`src/rtl/bus_seq_pkg.sv`:
```
package bus_seq_pkg;

  typedef enum logic [1:0] {
    OP_FETCH = 2'b00,
    OP_MRD   = 2'b01,
    OP_MWR   = 2'b10,
    OP_IO    = 2'b11
  } op_e;

  typedef enum logic [2:0] {
    PH_IDLE = 3'd0,
    PH_T1   = 3'd1,
    PH_T2   = 3'd2,
    PH_TW   = 3'd3,
    PH_TX   = 3'd4
  } phase_e;

  typedef struct packed {
    logic mreq_n;
    logic iorq_n;
    logic rd_n;
    logic wr_n;
    logic m1_n;
    logic rfsh_n;
  } strobe_t;

  localparam strobe_t STROBE_IDLE = '{default: 1'b1};

endpackage

```
`src/rtl/bseq_wait_sampler.sv`:
```
module bseq_wait_sampler (
  input  logic clk,
  input  logic rst,
  input  logic wait_n_i,
  output logic wait_hit_o
);
  // Falling-edge capture: the result is stable for the next rising edge.
  always_ff @(negedge clk) begin
    if (rst) wait_hit_o <= 1'b0;
    else     wait_hit_o <= ~wait_n_i;
  end
endmodule

```
`src/rtl/bseq_phase_ctrl.sv`:
```
module bseq_phase_ctrl
  import bus_seq_pkg::*;
#(
  parameter int FETCH_T = 4,
  parameter int DATA_T  = 3
) (
  input  logic        clk,
  input  logic        rst,
  input  logic        start_i,
  input  logic [1:0]  op_i,
  input  logic        io_wr_i,
  input  logic        wait_hit_i,
  output phase_e      phase_q,
  output logic [2:0]  tnum_q,
  output op_e         op_q,
  output phase_e      nxt_phase_o,
  output logic [2:0]  nxt_tnum_o,
  output op_e         nxt_op_o,
  output logic        nxt_iow_o,
  output logic        nxt_final_o,
  output logic        accept_o,
  output logic        capture_o,
  output logic        fetch_end_o
);
  localparam logic [2:0] LAST_F  = 3'(FETCH_T);
  localparam logic [2:0] LAST_D  = 3'(DATA_T);
  localparam logic [2:0] FIRST_X = 3'd3;

  logic iow_q;
  logic in_final;

  always_comb begin
    in_final = (phase_q == PH_TX) &&
               (tnum_q == ((op_q == OP_FETCH) ? LAST_F : LAST_D));
  end

  always_comb begin
    nxt_phase_o = phase_q;
    nxt_tnum_o  = tnum_q;
    nxt_op_o    = op_q;
    nxt_iow_o   = iow_q;
    accept_o    = start_i && ((phase_q == PH_IDLE) || in_final);
    case (phase_q)
      PH_IDLE: nxt_phase_o = PH_IDLE;
      PH_T1:   nxt_phase_o = PH_T2;
      PH_T2: begin
        if ((op_q == OP_IO) || wait_hit_i) begin
          nxt_phase_o = PH_TW;
        end else begin
          nxt_phase_o = PH_TX;
          nxt_tnum_o  = FIRST_X;
        end
      end
      PH_TW: begin
        if (!wait_hit_i) begin
          nxt_phase_o = PH_TX;
          nxt_tnum_o  = FIRST_X;
        end
      end
      PH_TX: begin
        if (in_final) nxt_phase_o = PH_IDLE;
        else          nxt_tnum_o  = tnum_q + 3'd1;
      end
      default: nxt_phase_o = PH_IDLE;
    endcase
    if (accept_o) begin
      nxt_phase_o = PH_T1;
      nxt_tnum_o  = '0;
      nxt_op_o    = op_e'(op_i);
      nxt_iow_o   = io_wr_i;
    end
  end

  always_comb begin
    nxt_final_o = (nxt_phase_o == PH_TX) &&
                  (nxt_tnum_o == ((nxt_op_o == OP_FETCH) ? LAST_F : LAST_D));
    capture_o   = ((phase_q == PH_T2) || (phase_q == PH_TW)) && (nxt_phase_o == PH_TX);
    fetch_end_o = in_final && (op_q == OP_FETCH);
  end

  always_ff @(posedge clk) begin
    if (rst) begin
      phase_q <= PH_IDLE;
      tnum_q  <= '0;
      op_q    <= OP_FETCH;
      iow_q   <= 1'b0;
    end else begin
      phase_q <= nxt_phase_o;
      tnum_q  <= nxt_tnum_o;
      op_q    <= nxt_op_o;
      iow_q   <= nxt_iow_o;
    end
  end

  AST_WAIT_EXTENDS: assert property (@(posedge clk) disable iff (rst)
    (phase_q == PH_TW && wait_hit_i) |=> (phase_q == PH_TW));
  AST_IO_AUTO_WAIT: assert property (@(posedge clk) disable iff (rst)
    (phase_q == PH_T2 && op_q == OP_IO) |=> (phase_q == PH_TW));
  AST_BUSY_START_IGNORED: assert property (@(posedge clk) disable iff (rst)
    (start_i && (phase_q == PH_T1 || phase_q == PH_T2 || phase_q == PH_TW))
      |=> (phase_q != PH_T1));
  AST_TNUM_RANGE: assert property (@(posedge clk) disable iff (rst)
    (phase_q == PH_TX) |-> (tnum_q >= FIRST_X &&
      tnum_q <= ((op_q == OP_FETCH) ? LAST_F : LAST_D)));
endmodule

```
`src/rtl/bseq_strobe_dec.sv`:
```
module bseq_strobe_dec
  import bus_seq_pkg::*;
(
  input  phase_e     phase_i,
  input  logic [2:0] tnum_i,
  input  op_e        op_i,
  input  logic       iow_i,
  output strobe_t    strb_o
);
  logic early, mid, t3, tail34;

  always_comb begin
    early  = (phase_i == PH_T1) || (phase_i == PH_T2) || (phase_i == PH_TW);
    mid    = (phase_i == PH_T2) || (phase_i == PH_TW);
    t3     = (phase_i == PH_TX) && (tnum_i == 3'd3);
    tail34 = (phase_i == PH_TX) && (tnum_i <= 3'd4);
    strb_o = STROBE_IDLE;
    case (op_i)
      OP_FETCH: begin
        if (early) begin
          strb_o.mreq_n = 1'b0;
          strb_o.rd_n   = 1'b0;
          strb_o.m1_n   = 1'b0;
        end else if (tail34) begin
          strb_o.mreq_n = 1'b0;
          strb_o.rfsh_n = 1'b0;
        end
      end
      OP_MRD: begin
        if (early || t3) begin
          strb_o.mreq_n = 1'b0;
          strb_o.rd_n   = 1'b0;
        end
      end
      OP_MWR: begin
        if (early || t3) strb_o.mreq_n = 1'b0;
        if (mid)         strb_o.wr_n   = 1'b0;
      end
      default: begin
        if (mid || t3) begin
          strb_o.iorq_n = 1'b0;
          if (!iow_i) strb_o.rd_n = 1'b0;
        end
        if (mid && iow_i) strb_o.wr_n = 1'b0;
      end
    endcase
  end
endmodule

```
`src/rtl/bseq_rfsh_ctr.sv`:
```
module bseq_rfsh_ctr #(
  parameter int RFSH_W = 7
) (
  input  logic              clk,
  input  logic              rst,
  input  logic              inc_i,
  output logic [RFSH_W-1:0] row_o
);
  always_ff @(posedge clk) begin
    if (rst)        row_o <= '0;
    else if (inc_i) row_o <= row_o + 1'b1;
  end

  AST_ROW_STEP: assert property (@(posedge clk) disable iff (rst)
    !$stable(row_o) |-> (row_o == RFSH_W'($past(row_o) + 1'b1)));
endmodule

```
`src/rtl/bus_cycle_seq.sv`:
```
module bus_cycle_seq
  import bus_seq_pkg::*;
#(
  parameter int ADDR_W  = 16,
  parameter int DATA_W  = 8,
  parameter int RFSH_W  = 7,
  parameter int FETCH_T = 4,
  parameter int DATA_T  = 3
) (
  input  logic              clk,
  input  logic              rst,
  input  logic              start_i,
  input  logic [1:0]        op_i,
  input  logic              io_wr_i,
  input  logic [ADDR_W-1:0] addr_i,
  input  logic [DATA_W-1:0] wdata_i,
  input  logic [DATA_W-1:0] rd_data_i,
  input  logic              wait_n_i,
  output logic              mreq_n_o,
  output logic              iorq_n_o,
  output logic              rd_n_o,
  output logic              wr_n_o,
  output logic              m1_n_o,
  output logic              rfsh_n_o,
  output logic [ADDR_W-1:0] addr_o,
  output logic [DATA_W-1:0] wr_data_o,
  output logic [DATA_W-1:0] rdata_o,
  output logic              done_o
);
  localparam int HI_W = ADDR_W - RFSH_W;

  logic              wait_hit;
  phase_e            phase_q, nxt_phase;
  logic [2:0]        tnum_q, nxt_tnum;
  op_e               op_q, nxt_op;
  logic              nxt_iow, nxt_final, accept, capture, fetch_end;
  logic [RFSH_W-1:0] row;
  strobe_t           nxt_strb, strb_q;
  logic [ADDR_W-1:0] op_addr_q, nxt_addr, addr_q;
  logic [DATA_W-1:0] wdata_q, rdata_q;
  logic              done_q;
  logic              iow_cur_q;

  bseq_wait_sampler u_wait (
    .clk        (clk),
    .rst        (rst),
    .wait_n_i   (wait_n_i),
    .wait_hit_o (wait_hit)
  );

  bseq_phase_ctrl #(
    .FETCH_T (FETCH_T),
    .DATA_T  (DATA_T)
  ) u_ctrl (
    .clk         (clk),
    .rst         (rst),
    .start_i     (start_i),
    .op_i        (op_i),
    .io_wr_i     (io_wr_i),
    .wait_hit_i  (wait_hit),
    .phase_q     (phase_q),
    .tnum_q      (tnum_q),
    .op_q        (op_q),
    .nxt_phase_o (nxt_phase),
    .nxt_tnum_o  (nxt_tnum),
    .nxt_op_o    (nxt_op),
    .nxt_iow_o   (nxt_iow),
    .nxt_final_o (nxt_final),
    .accept_o    (accept),
    .capture_o   (capture),
    .fetch_end_o (fetch_end)
  );

  bseq_strobe_dec u_dec (
    .phase_i (nxt_phase),
    .tnum_i  (nxt_tnum),
    .op_i    (nxt_op),
    .iow_i   (nxt_iow),
    .strb_o  (nxt_strb)
  );

  bseq_rfsh_ctr #(
    .RFSH_W (RFSH_W)
  ) u_rfsh (
    .clk   (clk),
    .rst   (rst),
    .inc_i (fetch_end),
    .row_o (row)
  );

  always_comb begin
    if (nxt_phase == PH_IDLE)
      nxt_addr = addr_q;
    else if (nxt_op == OP_FETCH && nxt_phase == PH_TX)
      nxt_addr = {{HI_W{1'b0}}, row};
    else if (accept)
      nxt_addr = addr_i;
    else
      nxt_addr = op_addr_q;
  end

  always_ff @(posedge clk) begin
    if (rst) begin
      strb_q    <= STROBE_IDLE;
      addr_q    <= '0;
      op_addr_q <= '0;
      wdata_q   <= '0;
      rdata_q   <= '0;
      done_q    <= 1'b0;
      iow_cur_q <= 1'b0;
    end else begin
      strb_q    <= nxt_strb;
      addr_q    <= nxt_addr;
      done_q    <= nxt_final;
      iow_cur_q <= nxt_iow;
      if (accept) begin
        op_addr_q <= addr_i;
        wdata_q   <= wdata_i;
      end
      if (capture && (op_q != OP_MWR) && !(op_q == OP_IO && iow_cur_q))
        rdata_q <= rd_data_i;
    end
  end

  assign mreq_n_o  = strb_q.mreq_n;
  assign iorq_n_o  = strb_q.iorq_n;
  assign rd_n_o    = strb_q.rd_n;
  assign wr_n_o    = strb_q.wr_n;
  assign m1_n_o    = strb_q.m1_n;
  assign rfsh_n_o  = strb_q.rfsh_n;
  assign addr_o    = addr_q;
  assign wr_data_o = wdata_q;
  assign rdata_o   = rdata_q;
  assign done_o    = done_q;

  AST_REQ_EXCLUSIVE: assert property (@(posedge clk) disable iff (rst)
    !(!mreq_n_o && !iorq_n_o));
  AST_RD_WR_EXCLUSIVE: assert property (@(posedge clk) disable iff (rst)
    !(!rd_n_o && !wr_n_o));
  AST_FETCH_IS_READ: assert property (@(posedge clk) disable iff (rst)
    !m1_n_o |-> (!rd_n_o && !mreq_n_o));
  AST_RFSH_UPPER_ZERO: assert property (@(posedge clk) disable iff (rst)
    (!rfsh_n_o && !mreq_n_o) |-> (addr_o[ADDR_W-1:RFSH_W] == '0));
  AST_DONE_SINGLE: assert property (@(posedge clk) disable iff (rst)
    done_o |=> !done_o);
  AST_WDATA_HELD: assert property (@(posedge clk) disable iff (rst)
    (!wr_n_o && $past(!wr_n_o)) |-> $stable(wr_data_o));
endmodule

```
`config.mk`:
```
export PLATFORM = sky130hd
export DESIGN_NAME = bus_cycle_seq
export DESIGN_NICKNAME = d
export VERILOG_FILES = /design/src/rtl/bus_seq_pkg.sv /design/src/rtl/bseq_wait_sampler.sv /design/src/rtl/bseq_phase_ctrl.sv /design/src/rtl/bseq_strobe_dec.sv /design/src/rtl/bseq_rfsh_ctr.sv /design/src/rtl/bus_cycle_seq.sv
export SDC_FILE = /design/constraint.sdc
export NUM_CORES = 1
export LEC_CHECK = 0
export CAP_MARGIN = 10
export CORE_ASPECT_RATIO = 2
export CORE_UTILIZATION = 51
export CTS_BUF_LIST = sky130_fd_sc_hd__clkbuf_4 sky130_fd_sc_hd__clkbuf_8
export DETAILED_ROUTE_END_ITERATION = 8
export GPL_TIMING_DRIVEN = 1
export PLACE_DENSITY = 0.82
export SETUP_SLACK_MARGIN = 0.02
export SYNTH_ARGS = -nofsm -noshare
export SYNTH_HDL_FRONTEND = slang
export SYNTH_SLANG_ARGS = --single-unit
```
`constraint.sdc`:
```
create_clock -name clk -period 3.9 [get_ports clk]
set_input_delay 0.78 -clock clk [delete_from_list [all_inputs] [get_ports clk]]
set_output_delay 0.78 -clock clk [all_outputs]
set_load 0.03 [all_outputs]
```
### Word-level counts from Yosys, hierarchy flattened

Cells that the tools add are included.

| word-level totals | value |
|---|---|
| flip-flop bits (word level) | 72 |
| output and inout bits | 39 |
| logic and storage cells | 94 |

| cells by class | value |
|---|---|
| add/sub/neg operators | 2 |
| $lt $le $gt $ge | 1 |
| eq/ne operators | 15 |
| mux-type cells | 27 |
| bitwise operators | 2 |
| reductions and logical operators | 30 |

Operators with widths:

| kind | number |
|---|---|
| $mux 16 | 2 |
| $mux 3 | 10 |
| $eq 3x2->1 const B | 5 |
| $logic_and 1x1->1 | 12 |
| $pmux 3 s4 | 1 |
| $pmux 3 s3 | 1 |
| $logic_or 1x1->1 | 8 |
| $mux 1 | 8 |
| $add 7x1->7 const B | 1 |
| $eq 3x1->1 const B | 2 |
| $eq 3x3->1 | 2 |
| $eq 3x3->1 const B | 2 |
| $logic_not 3->1 | 2 |
| $reduce_or 2->1 | 3 |
| $eq 2x2->1 const B | 2 |
| $logic_not 2->1 | 2 |
| $mux 2 | 2 |
| $pmux 1 s2 | 2 |
| $reduce_or 4->1 | 1 |
| $add 3x1->3 const B | 1 |
| $le 3x3->1 const B | 1 |
| $pmux 1 s3 | 1 |
| $reduce_or 3->1 | 1 |
| $eq 2x1->1 const B | 1 |
| other kinds (3) | 4 |

### Logic depth before layout (Yosys ltp)

| depth | value |
|---|---|
| depth after elaboration | 13 |
| gate-level depth with buffers | 13 |

### Cells and area by module

Synthesis repeated with hierarchy kept, for this count alone.

| second synthesis, totals | value |
|---|---|
| cells, all modules | 313 |
| area, all modules | 3100.5 um^2 |

Modules (own cells, without submodules):

| module | times used | cells an instance | area each (um^2) | seq. area each (um^2) |
|---|---|---|---|---|
| bus_cycle_seq | 1 | 186 | 1986.9 | 1121.1 |
| bseq_phase_ctrl | 1 | 68 | 605.6 | 180.2 |
| bseq_rfsh_ctr | 1 | 29 | 272.8 | 140.1 |
| bseq_strobe_dec | 1 | 27 | 207.7 | 0.0 |
| bseq_wait_sampler | 1 | 3 | 27.5 | 20.0 |

==> impl_results.md <==
- Status: finished with violations
- Failing checks: DRC
- Num Clock Sinks: 72
- Die Span X: around 58 um
- Per-cell routed wire length: roughly 16 um
- Post-synth top cells: dfxtp_1, nand2_1, nor2_1
- RSZ-0062 raised after global routing: true
- Die height: about 110 um
- Data required time of the worst path: between 4 and 5 ns
- Synthesized Nets: around 400
- Hold-fix buffers at CTS: 0
- Max-slew violation count: 0
- WP data arrival: 4.11 ns
- CP Launch Type: register
- Syn Std Cell Area: 3190 um^2
- Maxcap violations: 0
- Ratio of cells with drive above 1 in the final layout: 0.126
- DP HPWL: between 5 and 6 mm
- PortBufs: slightly below 80
- Drt first-iter violations: 135
- Fraction of the mapped netlist area in simple logic gates: 0.223
- Crit Path Class: register to register
- Clock-pin slew on the worst setup and hold paths: 0.07 ns
- First-pass GRT wire length: 12.9 mm
- Most frequent cell after synthesis: dfxtp_1
- Reg area: 1440 um^2
- Synth Flop Type: dfxtp_1
- Clock skew: 0.0333 ns
- Critical Path End Type: register
- Core area: roughly 6000 um^2
- Synth Area in Compound Gates: 0.187
- Total track usage: 0.259
- Synth Register Bits: 72
- Final count of hold timing violations: 0
- Synth top area cells: dfxtp_1, a21oi_1, mux2i_1
- Dpl ws: -0.0943 ns
- Synthesis-to-layout area growth: 34.1%
- Worst skew pair latency: ~0.38 ns
- Final antenna-violating net count: 0
- Ys Warns: 0
- Routed vias/inst: between 5 and 6
- Final setup margin: 0.0348 ns
- Synth Area in Adders: 0.0235
- Overflow after GRT: 0
- PwrDens: ~450 nW/um^2
- Inserted Clock Buffers: 9
- GP Congestion: ~0.93
- Initial antenna violation count: 0
- Detailed-route via count: between 2000 and 3000
- Worst hold slack: between 0.4 and 0.5 ns
- Yosys cell types: 53
- Top-level port count: slightly below 80
- Post-Synthesis Cells: 357
- Lkg Pwr: approximately 1.7 nW
- Setup Viol. Count Final: 0
- Post-synthesis sequential area ratio: 0.451
- Initial cell density of the core: 0.532
- Largest net degree at the start of global routing: ~70
- Post-layout nets: between 400 and 500
- Mux cell area share after synthesis: 0.0596
- Max Root-Sink Buffers: 2
- Main combinational cell family by area after synthesis: simple AND/OR/NAND/NOR gates
- WL final: 8.14 mm
- Post-synth EDFFs: 0
- DR pass1 iterations: 9
- # DRC: 2
- Post-synth ARST share: 0
- CTS tree: done
- Die footprint: roughly 6600 um^2
- H-tree depth: 3
- # rows: 40
- Vias in the first global route: about 2800
- Area share of the largest cell type after synthesis: 0.451
- Mapped Avg Cell Area: between 8 and 9 um^2
- Peak VDD IR: 377 uV
- Worst slew margin: 0.429
- Fill count: 463
- Cell taking the most area after synthesis: dfxtp_1
- XOR/XNOR share of the synthesized area: 0.0165
- Ant diodes: 0
- CTS root buf: clkbuf_8
- Slew @ Worst Pin: around 0.85 ns
- Area of the multi-input gates: 1660 um^2
- Worst hold path type: register to register
- Crit path max fanout: 4
-- cells by family (layout without fill, tap and decap cells) --
kind of cell	Yosys count	in the layout
AND/OR/NAND/NOR	143	143
AO/OA/AOI/OAI	82	82
flip-flops	72	72
buffers and inverters	29	116
multiplexers	19	19
adder cells (fa/ha/maj)	6	6
XOR/XNOR	6	6
-- worst max-delay path, cell delays in order, from the launching register on --
cell      delay (ns)
dfxtp_2         0.32
nor3b_4         0.22
a32oi_1         0.13
or3_4           0.37
a21oi_4         0.18
nand4_2         0.14
a2111o_1        0.41
-- what timing repair did --
| item | in CTS | in global routing |
|---|---|---|
| endpoints found under the hold margin | 0 | 0 |
| buffers inserted | 1 | 2 |
| pin swaps | 3 | 1 |
| setup endpoints to repair | 2 | 11 |
| resized for setup | 4 | 3 |
-- layer usage --
layer / vias up / global-route usage / routed length, um
met5: - / 0 / 0
met4: 0 / 0.130 / 246
met3: 26 / 0.0748 / 307
met2: 82 / 0.471 / 4560
met1: 1387 / 0.259 / 3020
li1: 1425 / - / -
-- where the power goes --
group | switching [mW] | total (mW) | internal [mW] | leakage [nW]
clock network | 0.270 | 0.568 | 0.298 | 0.105
registers | 0.0362 | 0.832 | 0.795 | 0.588
logic | 0.300 | 0.524 | 0.224 | 1.03
-- flip-flops by register name, summed over array words and instances (netlist names), 2 cells and up --
name and count:
u_ctrl.phase_q 3, op_addr_q 16, u_rfsh.row_o 7, u_ctrl.op_q 2, u_ctrl.tnum_q 3, rdata_o 8, addr_o 16, wr_data_o 8
-- cell type report --
cell class / count / area share
Tap cell: 63 / 0.0184
Clock inverter: 3 / 0.00380
Sequential cell: 72 / 0.337
Multi-Input combinational cell: 256 / 0.387
Timing Repair Buffer: 92 / 0.205
Clock buffer: 14 / 0.0421
Inverter: 7 / 0.00614
-- placed cells by master, fill, tap and decap left out, types with 4 or more instances in the layout --
| master | instances |
|---|---|
| a21oi_1 | 38 |
| a221o_1 | 9 |
| a22o_1 | 7 |
| buf_4 | 15 |
| clkbuf_8 | 12 |
| clkdlybuf4s50_1 | 76 |
| dfxtp_1 | 71 |
| ha_1 | 6 |
| inv_1 | 7 |
| mux2i_1 | 19 |
| nand2_1 | 50 |
| nand4_1 | 4 |
| nor2_1 | 41 |
| nor2b_1 | 10 |
| nor3_1 | 12 |
| o21ai_0 | 7 |
-- per-stage QoR --
stage / power (mW) / instance area [um^2] / util / cells / setup TNS, ns
after floorplan: 1.17 / 3200 / - / 357 / 0
after global placement: 1.35 / 4040 / 0.672 / 488 / -0.0416
after detailed placement: 1.36 / 4040 / 0.672 / 488 / -0.166
after CTS: 1.92 / 4250 / 0.708 / 505 / 0
after global routing: 2.02 / 4280 / 0.713 / 507 / -0.797
final: 1.92 / 4280 / 0.713 / 507 / 0
-- final timing paths --
path,cells past startpoint,endpoint,slack (ns),start
max reg2reg,6,mreq_n_o,0.03,u_wait.wait_hit_o
min,2,addr_o[8],0.45,addr_o[8]
max,6,mreq_n_o,0.03,u_wait.wait_hit_o
min reg2reg,2,addr_o[8],0.45,addr_o[8]
Note: power is estimated with default switching activity, not from simulation.
